`config.mk`:
```
export PLATFORM = sky130hd
export DESIGN_NAME = setclr_reg_bank
export DESIGN_NICKNAME = d
export VERILOG_FILES = /design/src/rtl/setclr_pkg.sv /design/src/rtl/setclr_decode.sv /design/src/rtl/setclr_cell.sv /design/src/rtl/setclr_readback.sv /design/src/rtl/setclr_reg_bank.sv
export SDC_FILE = /design/constraint.sdc
export NUM_CORES = 1
export LEC_CHECK = 0
export ABC_CLOCK_PERIOD_IN_PS = 9500
export BUFFER_PORTS_ARGS = -buffer_cell sky130_fd_sc_hd__buf_4
export CORE_ASPECT_RATIO = 0.8
export CORE_MARGIN = 4
export CORE_UTILIZATION = 50
export CTS_CLUSTER_SIZE = 25
export DETAILED_ROUTE_END_ITERATION = 10
export HOLD_SLACK_MARGIN = 0.05
export PLACE_DENSITY = 0.78
export RECOVER_POWER = 100
export SYNTH_ARGS = -nofsm -noshare
export SYNTH_HDL_FRONTEND = slang
export SYNTH_SLANG_ARGS = --single-unit
```
`constraint.sdc`:
```
create_clock -name clk -period 9.5 [get_ports clk]
set_input_delay 0.95 -clock clk [delete_from_list [all_inputs] [get_ports clk]]
set_output_delay 0.95 -clock clk [all_outputs]
set_load 0.02 [all_outputs]
```
`src/rtl/setclr_pkg.sv`:
```
package setclr_pkg;
  typedef enum logic [1:0] {
    ALIAS_SET  = 2'd0,
    ALIAS_CLR  = 2'd1,
    ALIAS_READ = 2'd2,
    ALIAS_NONE = 2'd3
  } alias_e;
endpackage

```
`src/rtl/setclr_decode.sv`:
```
module setclr_decode
  import setclr_pkg::*;
#(
  parameter int NUM_REGS  = 4,
  parameter int ADDR_W    = 8,
  parameter int BASE_ADDR = 16,
  localparam int IDX_W    = (NUM_REGS > 1) ? $clog2(NUM_REGS) : 1
) (
  input  logic [ADDR_W-1:0] addr,
  output logic              hit,
  output logic [IDX_W-1:0]  idx,
  output alias_e            kind
);
  localparam int SPAN = 3 * NUM_REGS;
  localparam logic [ADDR_W-1:0] BASE_V = ADDR_W'(BASE_ADDR);
  localparam logic [ADDR_W-1:0] SPAN_V = ADDR_W'(SPAN);
  localparam logic [ADDR_W-1:0] THREE  = ADDR_W'(3);

  logic [ADDR_W-1:0] offset;
  logic [ADDR_W-1:0] slot;
  logic [ADDR_W-1:0] sub;

  always_comb begin
    offset = addr - BASE_V;
    slot   = offset / THREE;
    sub    = offset % THREE;
    hit    = (addr >= BASE_V) && (offset < SPAN_V);
    idx    = hit ? IDX_W'(slot) : '0;
    kind   = hit ? alias_e'(sub[1:0]) : ALIAS_NONE;
  end
endmodule

```
`src/rtl/setclr_cell.sv`:
```
module setclr_cell #(
  parameter int DATA_W = 32
) (
  input  logic              clk,
  input  logic              rst,
  input  logic              set_stb,
  input  logic              clr_stb,
  input  logic [DATA_W-1:0] mask,
  output logic [DATA_W-1:0] q
);
  always_ff @(posedge clk) begin
    if (rst) begin
      q <= '0;
    end else if (set_stb) begin
      q <= q | mask;
    end else if (clr_stb) begin
      q <= q & ~mask;
    end
  end
endmodule

```
`src/rtl/setclr_readback.sv`:
```
module setclr_readback #(
  parameter int NUM_REGS = 4,
  parameter int DATA_W   = 32,
  localparam int IDX_W   = (NUM_REGS > 1) ? $clog2(NUM_REGS) : 1
) (
  input  logic              clk,
  input  logic              rst,
  input  logic              rd_stb,
  input  logic [IDX_W-1:0]  idx,
  input  logic [DATA_W-1:0] regs [NUM_REGS],
  output logic [DATA_W-1:0] rdata
);
  logic [DATA_W-1:0] pick;

  always_comb begin
    pick = '0;
    for (int k = 0; k < NUM_REGS; k++) begin
      if (idx == IDX_W'(k)) pick = regs[k];
    end
  end

  always_ff @(posedge clk) begin
    if (rst) begin
      rdata <= '0;
    end else begin
      rdata <= rd_stb ? pick : '0;
    end
  end
endmodule

```
`src/rtl/setclr_reg_bank.sv`:
```
module setclr_reg_bank
  import setclr_pkg::*;
#(
  parameter int NUM_REGS  = 4,
  parameter int DATA_W    = 32,
  parameter int ADDR_W    = 8,
  parameter int BASE_ADDR = 16
) (
  input  logic                         clk,
  input  logic                         rst,
  input  logic                         bus_wr,
  input  logic                         bus_rd,
  input  logic [ADDR_W-1:0]            bus_addr,
  input  logic [DATA_W-1:0]            bus_wdata,
  output logic [DATA_W-1:0]            bus_rdata,
  output logic [NUM_REGS*DATA_W-1:0]   ctrl_q
);
  localparam int IDX_W = (NUM_REGS > 1) ? $clog2(NUM_REGS) : 1;

  logic             dec_hit;
  logic [IDX_W-1:0] dec_idx;
  alias_e           dec_kind;
  logic [DATA_W-1:0] reg_q [NUM_REGS];

  setclr_decode #(
    .NUM_REGS (NUM_REGS),
    .ADDR_W   (ADDR_W),
    .BASE_ADDR(BASE_ADDR)
  ) u_decode (
    .addr(bus_addr),
    .hit (dec_hit),
    .idx (dec_idx),
    .kind(dec_kind)
  );

  for (genvar k = 0; k < NUM_REGS; k++) begin : g_reg
    logic sel;
    assign sel = dec_hit && (dec_idx == IDX_W'(k));

    setclr_cell #(.DATA_W(DATA_W)) u_cell (
      .clk    (clk),
      .rst    (rst),
      .set_stb(bus_wr && sel && (dec_kind == ALIAS_SET)),
      .clr_stb(bus_wr && sel && (dec_kind == ALIAS_CLR)),
      .mask   (bus_wdata),
      .q      (reg_q[k])
    );

    assign ctrl_q[k*DATA_W +: DATA_W] = reg_q[k];
  end

  setclr_readback #(
    .NUM_REGS(NUM_REGS),
    .DATA_W  (DATA_W)
  ) u_readback (
    .clk   (clk),
    .rst   (rst),
    .rd_stb(bus_rd && (dec_kind == ALIAS_READ)),
    .idx   (dec_idx),
    .regs  (reg_q),
    .rdata (bus_rdata)
  );
endmodule

```
==> flow_summary.json, run 1 <==
{
  "syn-num-nets": 915,
  "io_pins": 204,
  "syn_avg_cell_area_um2": 9.12,
  "path_class": "input port to register",
  "r2r_slack_ns": 8.00,
  "cts_tree": "yes",
  "rsz0062_at_grt": "false",
  "core_area_um2": 15300,
  "yosys.cell_types.count": 68,
  "met1_length_um": 11000,
  "max_freq_mhz": 132,
  "seqPwrFrac_pct": 41.8,
  "top_layer": "met4",
  "p_sw_share_pct": 26.1,
  "gp_congestion": 0.841,
  "synth_edf_count": 0,
  "peakVddDrop_uv": 128,
  "num_rows": 40,
  "worstSetupStartpoint": "bus_addr[5]",
  "p_int_uw": 1190,
  "place.port_buffers": 203,
  "p_per_area_nw_per_um2": 173,
  "arrival_ns": 7.85,
  "setup_viol": 0,
  "worstHoldPathType": "register to register",
  "area_growth_pct": 18.1,
  "cts_setup_buffers": 0,
  "cts-resized-gates": 0,
  "worst_pin_slew_ns": 1.45,
  "firstDrtPassIters": 5,
  "cp.required_ns": 9.78,
  "synth_seq_cells": 160,
  "hold_viol": 0,
  "layout_common_cells": "clkbuf_1 (163), dfxtp_1 (160), a21oi_1 (98)",
  "cts-root-buf": "clkbuf_16",
  "clock_path_buffers": 2,
  "p_switching_uw": 420,
  "yosysWarnings": 0,
  "p_clk_share_pct": 46.1,
  "grt_pass1_wl_um": 40700,
  "antenna_cells": 0,
  "start_util_pct": 51.8,
  "power_frac_comb_pct": 12.1,
  "initialDrtViolationCount": 760,
  "cts.clk_slew.worst_paths_ns": 0.06,
  "synth-main-ff-cell": "dfxtp_1",
  "end_kind": "register",
  "die_h_um": 120,
  "postRouteAntennaNets": 0,
  "wl_met3_um": 2650,
  "relSlewSlack_pct": 3.60,
  "clk_latency_ns": 0.42,
  "synth_area_um2": 7910,
  "grt_pass1_vias": 7467,
  "numCtsBuffers": 17,
  "postLayoutCoreUtil_pct": 61.2,
  "drc": 0,
  "dp_hpwl_um": 16000,
  "critical_path.startpoint_type": "input port",
  "slew_viol_final": 0,
  "cts.sinks": 160,
  "dieWidth_um": 149,
  "avgViaCountPerCell": 6.39,
  "vias": 7881,
  "min_period_over_period_pct": 79.6,
  "synth_async_sr_flop_share_pct": 0,
  "leakage_uw": 0.00361,
  "ys_seq_area_share_pct": 40.5,
  "netlist_instances": 867,
  "final.setup.tns_ns": 0,
  "num-nets-final": 1060,
  "layout-drive-gt1-share_pct": 10.1,
  "grt_max_degree": 89,
  "wl_met2_um": 12000,
  "cts_max_level": 4,
  "fin_crit_ns": 7.57,
  "grt_antenna_before_repair": 0,
  "path_max_fanout": 30,
  "mostFrequentLayoutCell": "clkbuf_1",
  "wirelength_um": 26200,
  "grt_usage_pct": 28.2,
  "outcome": "complete, no violations",
  "holdBufCountCts": 0,
  "fin_worst_skew_ns": 0.00513,
  "overflow": 0,
  "max-cap-violations": 0,
  "post_drt_wl_per_cell_um": 21.2,
  "die_area_um2": 17900
}
[power groups by stage]
stage	combinational (µW)	sequential, µW	clock, µW
final	195	673	743
after global routing	210	673	774
after floorplan	125	689	0
after global placement	197	688	0
after CTS	202	673	747
after detailed placement	200	688	0
[final timing paths]
path	endpoint	depth (start not counted)
setup / recovery	u_readback.rdata[20]	22
hold / removal	register	2
setup reg to reg	u_readback.rdata[29]	3
hold reg to reg	register	2
[cells by family (layout without fill, tap and decap cells)]
| group | count (synthesis) | count (layout) | synth area share, % |
|---|---|---|---|
| DFF | 160 | 160 | 40.5 |
| and+or+nand+nor | 247 | 247 | 16.9 |
| buffers and inverters | 95 | 252 | 5.14 |
| xor gates and xnor gates | 4 | 4 | 0.443 |
| muxes | 40 | 40 | 5.19 |
| adders and majority gates | 4 | 4 | 0.633 |
| AOI/OAI and AO/OA | 317 | 317 | 31.2 |
[through the flow]
step	instances	hold WS, ns	total power (µW)	setup slack, ns	area (µm²)
global route	1234	0.518	1660	1.50	9340
detailed placement	1203	0.486	888	2.54	9460
CTS	1234	0.501	1620	2.88	10100
finish	1234	0.501	1610	1.93	9340
floorplan	867	0.555	814	3.96	7910
global placement	1203	0.477	885	2.68	9460
[Yosys cell counts (all sizes together) (2+ instances only)]
master / n / area share, %
a2111oi: 28 / 4.8
a31oi: 5 / 0.40
nand2b: 40 / 3.2
o22a: 2 / 0.22
clkbuf: 60 / 2.8
nor3: 33 / 2.3
ha: 4 / 0.63
and2: 2 / 0.16
buf: 28 / 2.0
nor2b: 4 / 0.32
a32o: 2 / 0.25
a221oi: 2 / 0.22
mux2: 5 / 0.76
xnor2: 3 / 0.33
dfxtp: 160 / 41
a21oi: 98 / 6.2
nand4b: 2 / 0.22
nand3: 5 / 0.38
inv: 7 / 0.33
and4: 21 / 2.3
o21ai: 8 / 0.51
a22o: 33 / 3.7
o211ai: 4 / 0.44
a311oi: 65 / 7.2
mux2i: 35 / 4.4
nor2: 40 / 1.9
or3: 3 / 0.24
a211oi: 2 / 0.19
or2: 5 / 0.40
nor3b: 3 / 0.28
o22ai: 29 / 2.3
o211a: 28 / 3.6
nand4: 11 / 0.87
nand2: 70 / 3.3
nand3b: 2 / 0.19
[worst max-delay path: stages]
cell	delay (ns)
clkbuf_1	0.14
inv_1	0.18
ha_1	0.50
xor2_1	0.26
o311ai_0	0.22
nor3_1	0.69
o22a_1	0.32
o22a_1	0.24
inv_1	0.08
ha_1	0.28
inv_1	0.13
o311a_1	0.18
a32o_1	0.24
or2_0	0.16
o21ai_0	0.11
ha_1	0.21
or3_1	0.43
buf_4	0.29
a2111oi_0	0.82
o21ai_4	0.23
clkbuf_1	0.63
a2111oi_0	0.56
[cell type report]
cell class,count,area [µm²]
clock buffer,22,484
clock inverter,9,153
fill,1463,5930
inverter,7,26.3
multi-input combinational,612,4210
sequential,160,3200
tap,210,263
timing repair buffer,214,998
[per-layer routing]
layer | vias to the layer above | track usage, %
li1 | 3665 | -
met1 | 3746 | 37.6
met2 | 414 | 44.0
met3 | 56 | 7.57
met4 | 0 | 10.3
met5 | - | 0
No activity file was read; power rests on OpenSTA's default activity.
==> run 2: changes to the inputs <==
--- a/config.mk
+++ b/config.mk
@@ -5,7 +5,8 @@
 export SDC_FILE = /design/constraint.sdc
 export NUM_CORES = 1
 export LEC_CHECK = 0
-export ABC_CLOCK_PERIOD_IN_PS = 9500
+export ABC_AREA = 1
+export ABC_CLOCK_PERIOD_IN_PS = 7850
 export BUFFER_PORTS_ARGS = -buffer_cell sky130_fd_sc_hd__buf_4
 export CORE_ASPECT_RATIO = 0.8
 export CORE_MARGIN = 4
==> constraint.sdc (replaced) <==
create_clock -name clk -period 7.85 [get_ports clk]
set_input_delay 0.785 -clock clk [delete_from_list [all_inputs] [get_ports clk]]
set_output_delay 0.785 -clock clk [all_outputs]
set_load 0.02 [all_outputs]
==> run 2 against run 1 <==
The run now ends with capacitance limit, slew limit left; via count increased by 6.2%; critical path depth rose by 7; power grew 16%; global-route usage fell by 0.88 points.
==> flow_summary.json, run 2 <==
{
  "cts.sinks": 160,
  "grt_usage_pct": 27.3,
  "num-nets-final": 1260,
  "syn_avg_cell_area_um2": 7.04,
  "postRouteAntennaNets": 0,
  "num_rows": 40,
  "die_area_um2": 17600,
  "start_util_pct": 51.3,
  "layout-drive-gt1-share_pct": 8.09,
  "synth_edf_count": 0,
  "wirelength_um": 25000,
  "vias": 8373,
  "netlist_instances": 1101,
  "layout_common_cells": "nand3_1 (368), nand2_1 (199), clkbuf_1 (165)",
  "peakVddDrop_uv": 168,
  "firstDrtPassIters": 6,
  "gp_congestion": 0.830,
  "fin_crit_ns": 6.36,
  "r2r_cells": 4,
  "holdBufCountCts": 0,
  "relSlewSlack_pct": -81.7,
  "leakage_uw": 0.00289,
  "max_freq_mhz": 157,
  "final.setup.tns_ns": 0,
  "violations": "capacitance limit, slew limit",
  "end_kind": "register",
  "io_pins": 204,
  "grt_pass1_wl_um": 39500,
  "synth-main-ff-cell": "dfxtp_1",
  "place_inst": 1403,
  "synth_async_sr_flop_share_pct": 0,
  "min_period_over_period_pct": 81.0,
  "yosysWarnings": 0,
  "overflow": 0,
  "cts-resized-gates": 0,
  "cp.required_ns": 8.15,
  "layout.cells.non_filler": 1434,
  "path_class": "input port to register",
  "area_growth_pct": 16.2,
  "syn-num-nets": 1149,
  "yosysMostFrequentCell": "nand3_1",
  "slew_viol_final": 138,
  "drc": 0,
  "antenna_cells": 0,
  "avgViaCountPerCell": 5.84,
  "die_h_um": 119,
  "yosys.area.top_type": "dfxtp_1",
  "reg2reg_to": "u_readback.rdata[19]",
  "cts-root-buf": "clkbuf_16",
  "clk_latency_ns": 0.43,
  "r2r_slack_ns": 6.82,
  "synth_common_cells": "nand3_1 (366), nand2_1 (196), dfxtp_1 (160), a21oi_1 (157), buf_2 (67)",
  "dp_hpwl_um": 15300,
  "worstSetupStartpoint": "bus_addr[4]",
  "setup_viol": 0,
  "rsz0062_at_grt": "false",
  "max-cap-violations": 3,
  "cts_tree": "yes",
  "worstHoldPathType": "register to register",
  "outcome": "complete, but fails checks",
  "worst_pin_slew_ns": 2.72,
  "grt_antenna_before_repair": 0,
  "yosys.cell_types.count": 24,
  "cpMaxStageDelayCell": "inv_2",
  "cts_setup_buffers": 0,
  "max_stage_delay_ns": 1.01,
  "cts.clk_slew.worst_paths_ns": 0.06,
  "grt_pass1_vias": 7366,
  "dieWidth_um": 147,
  "post_drt_wl_per_cell_um": 17.4,
  "arrival_ns": 6.66,
  "ys_seq_area_share_pct": 41.3,
  "fin_worst_skew_ns": 0.00873,
  "cts_max_level": 4,
  "place.port_buffers": 203,
  "synth_seq_cells": 160,
  "clock_path_buffers": 2,
  "critical_path.startpoint_type": "input port",
  "mostFrequentLayoutCell": "nand3_1",
  "p_per_area_nw_per_um2": 207,
  "hold_viol": 0,
  "path_max_fanout": 37,
  "initialDrtViolationCount": 913,
  "core_area_um2": 15100,
  "synthTopCellsByArea": "dfxtp_1 (41%), nand3_1 (24%), a21oi_1 (10%)",
  "cp_common_cell": "nand2_1",
  "synth_area_um2": 7750,
  "grt_max_degree": 101,
  "synth_top_area_share_pct": 41.3,
  "numCtsBuffers": 17
}
==> run 2: cell types whose count changed after synthesis, sizes merged, moves of 34 or more <==
cell	before	now
nand3	5	369
nand2	70	206
a311oi	65	0
buf	28	92
a21oi	98	157
nand2b	40	0
mux2i	35	0
clkbuf	60	26
==> run 2: logic make-up after synthesis <==
group	after synthesis	synth area share [%]
AOI/OAI and AO/OA	157	10.1
adders and majority gates	4	0.646
and+or+nand+nor	633	38.5
DFF	160	41.3
buffers and inverters	147	9.41
==> run 2: power breakdown <==
| group | leakage, µW | switching (µW) | internal (µW) |
|---|---|---|---|
| Clock | 0.000311 | 334 | 581 |
| Combinational | 0.00129 | 104 | 35.7 |
| Sequential | 0.00129 | 0.0251 | 812 |
| Total | 0.00289 | 439 | 1430 |
==> run 2: final cells by class <==
cell class	count	area (µm²)
Sequential cell	160	3200
Clock buffer	22	464
Timing Repair Buffer	210	968
Tap cell	210	263
Clock inverter	9	180
Inverter	29	109
Multi-Input combinational cell	794	3810
Fill cell	1528	6110
==> run 2: per-layer routing <==
metal | track usage (%) | up-vias | wire length, µm
li1 | - | 3949 | -
met3 | 7.46 | 28 | 2800
met1 | 37.7 | 3955 | 10400
met4 | 7.16 | 0 | 285
met5 | 0 | - | 0
met2 | 42.3 | 441 | 11500
==> run 2: worst min-delay path by stage <==
stage	from	end	slack, ns	cells after the start
2_1_floorplan	register	register	0.55	2
3_3_place_gp	register	register	0.47	2
3_5_place_dp	register	register	0.47	2
4_1_cts	register	register	0.48	2
5_1_grt	register	register	0.50	2
6_report	register	register	0.47	2
==> run 2: critical path, delay by kind of cell <==
family,cells,cell delay (ns)
adders and majority gates,2,0.36
buffers and inverters,8,2.14
and+or+nand+nor,19,3.33
==> run 2: through the flow <==
| stage | area (µm²) | worst slack [ns] | total power (µW) | util (%) | hold WS [ns] |
|---|---|---|---|---|---|
| floorplan | 7750 | 4.07 | 937 | - | 0.548 |
| global placement | 8990 | 1.99 | 968 | 59.5 | 0.465 |
| detailed placement | 8990 | 1.76 | 970 | 59.5 | 0.470 |
| CTS | 9640 | 2.20 | 1870 | 63.8 | 0.479 |
| global route | 9000 | 0.869 | 1920 | 59.6 | 0.502 |
| finish | 9000 | 1.49 | 1870 | 59.6 | 0.475 |
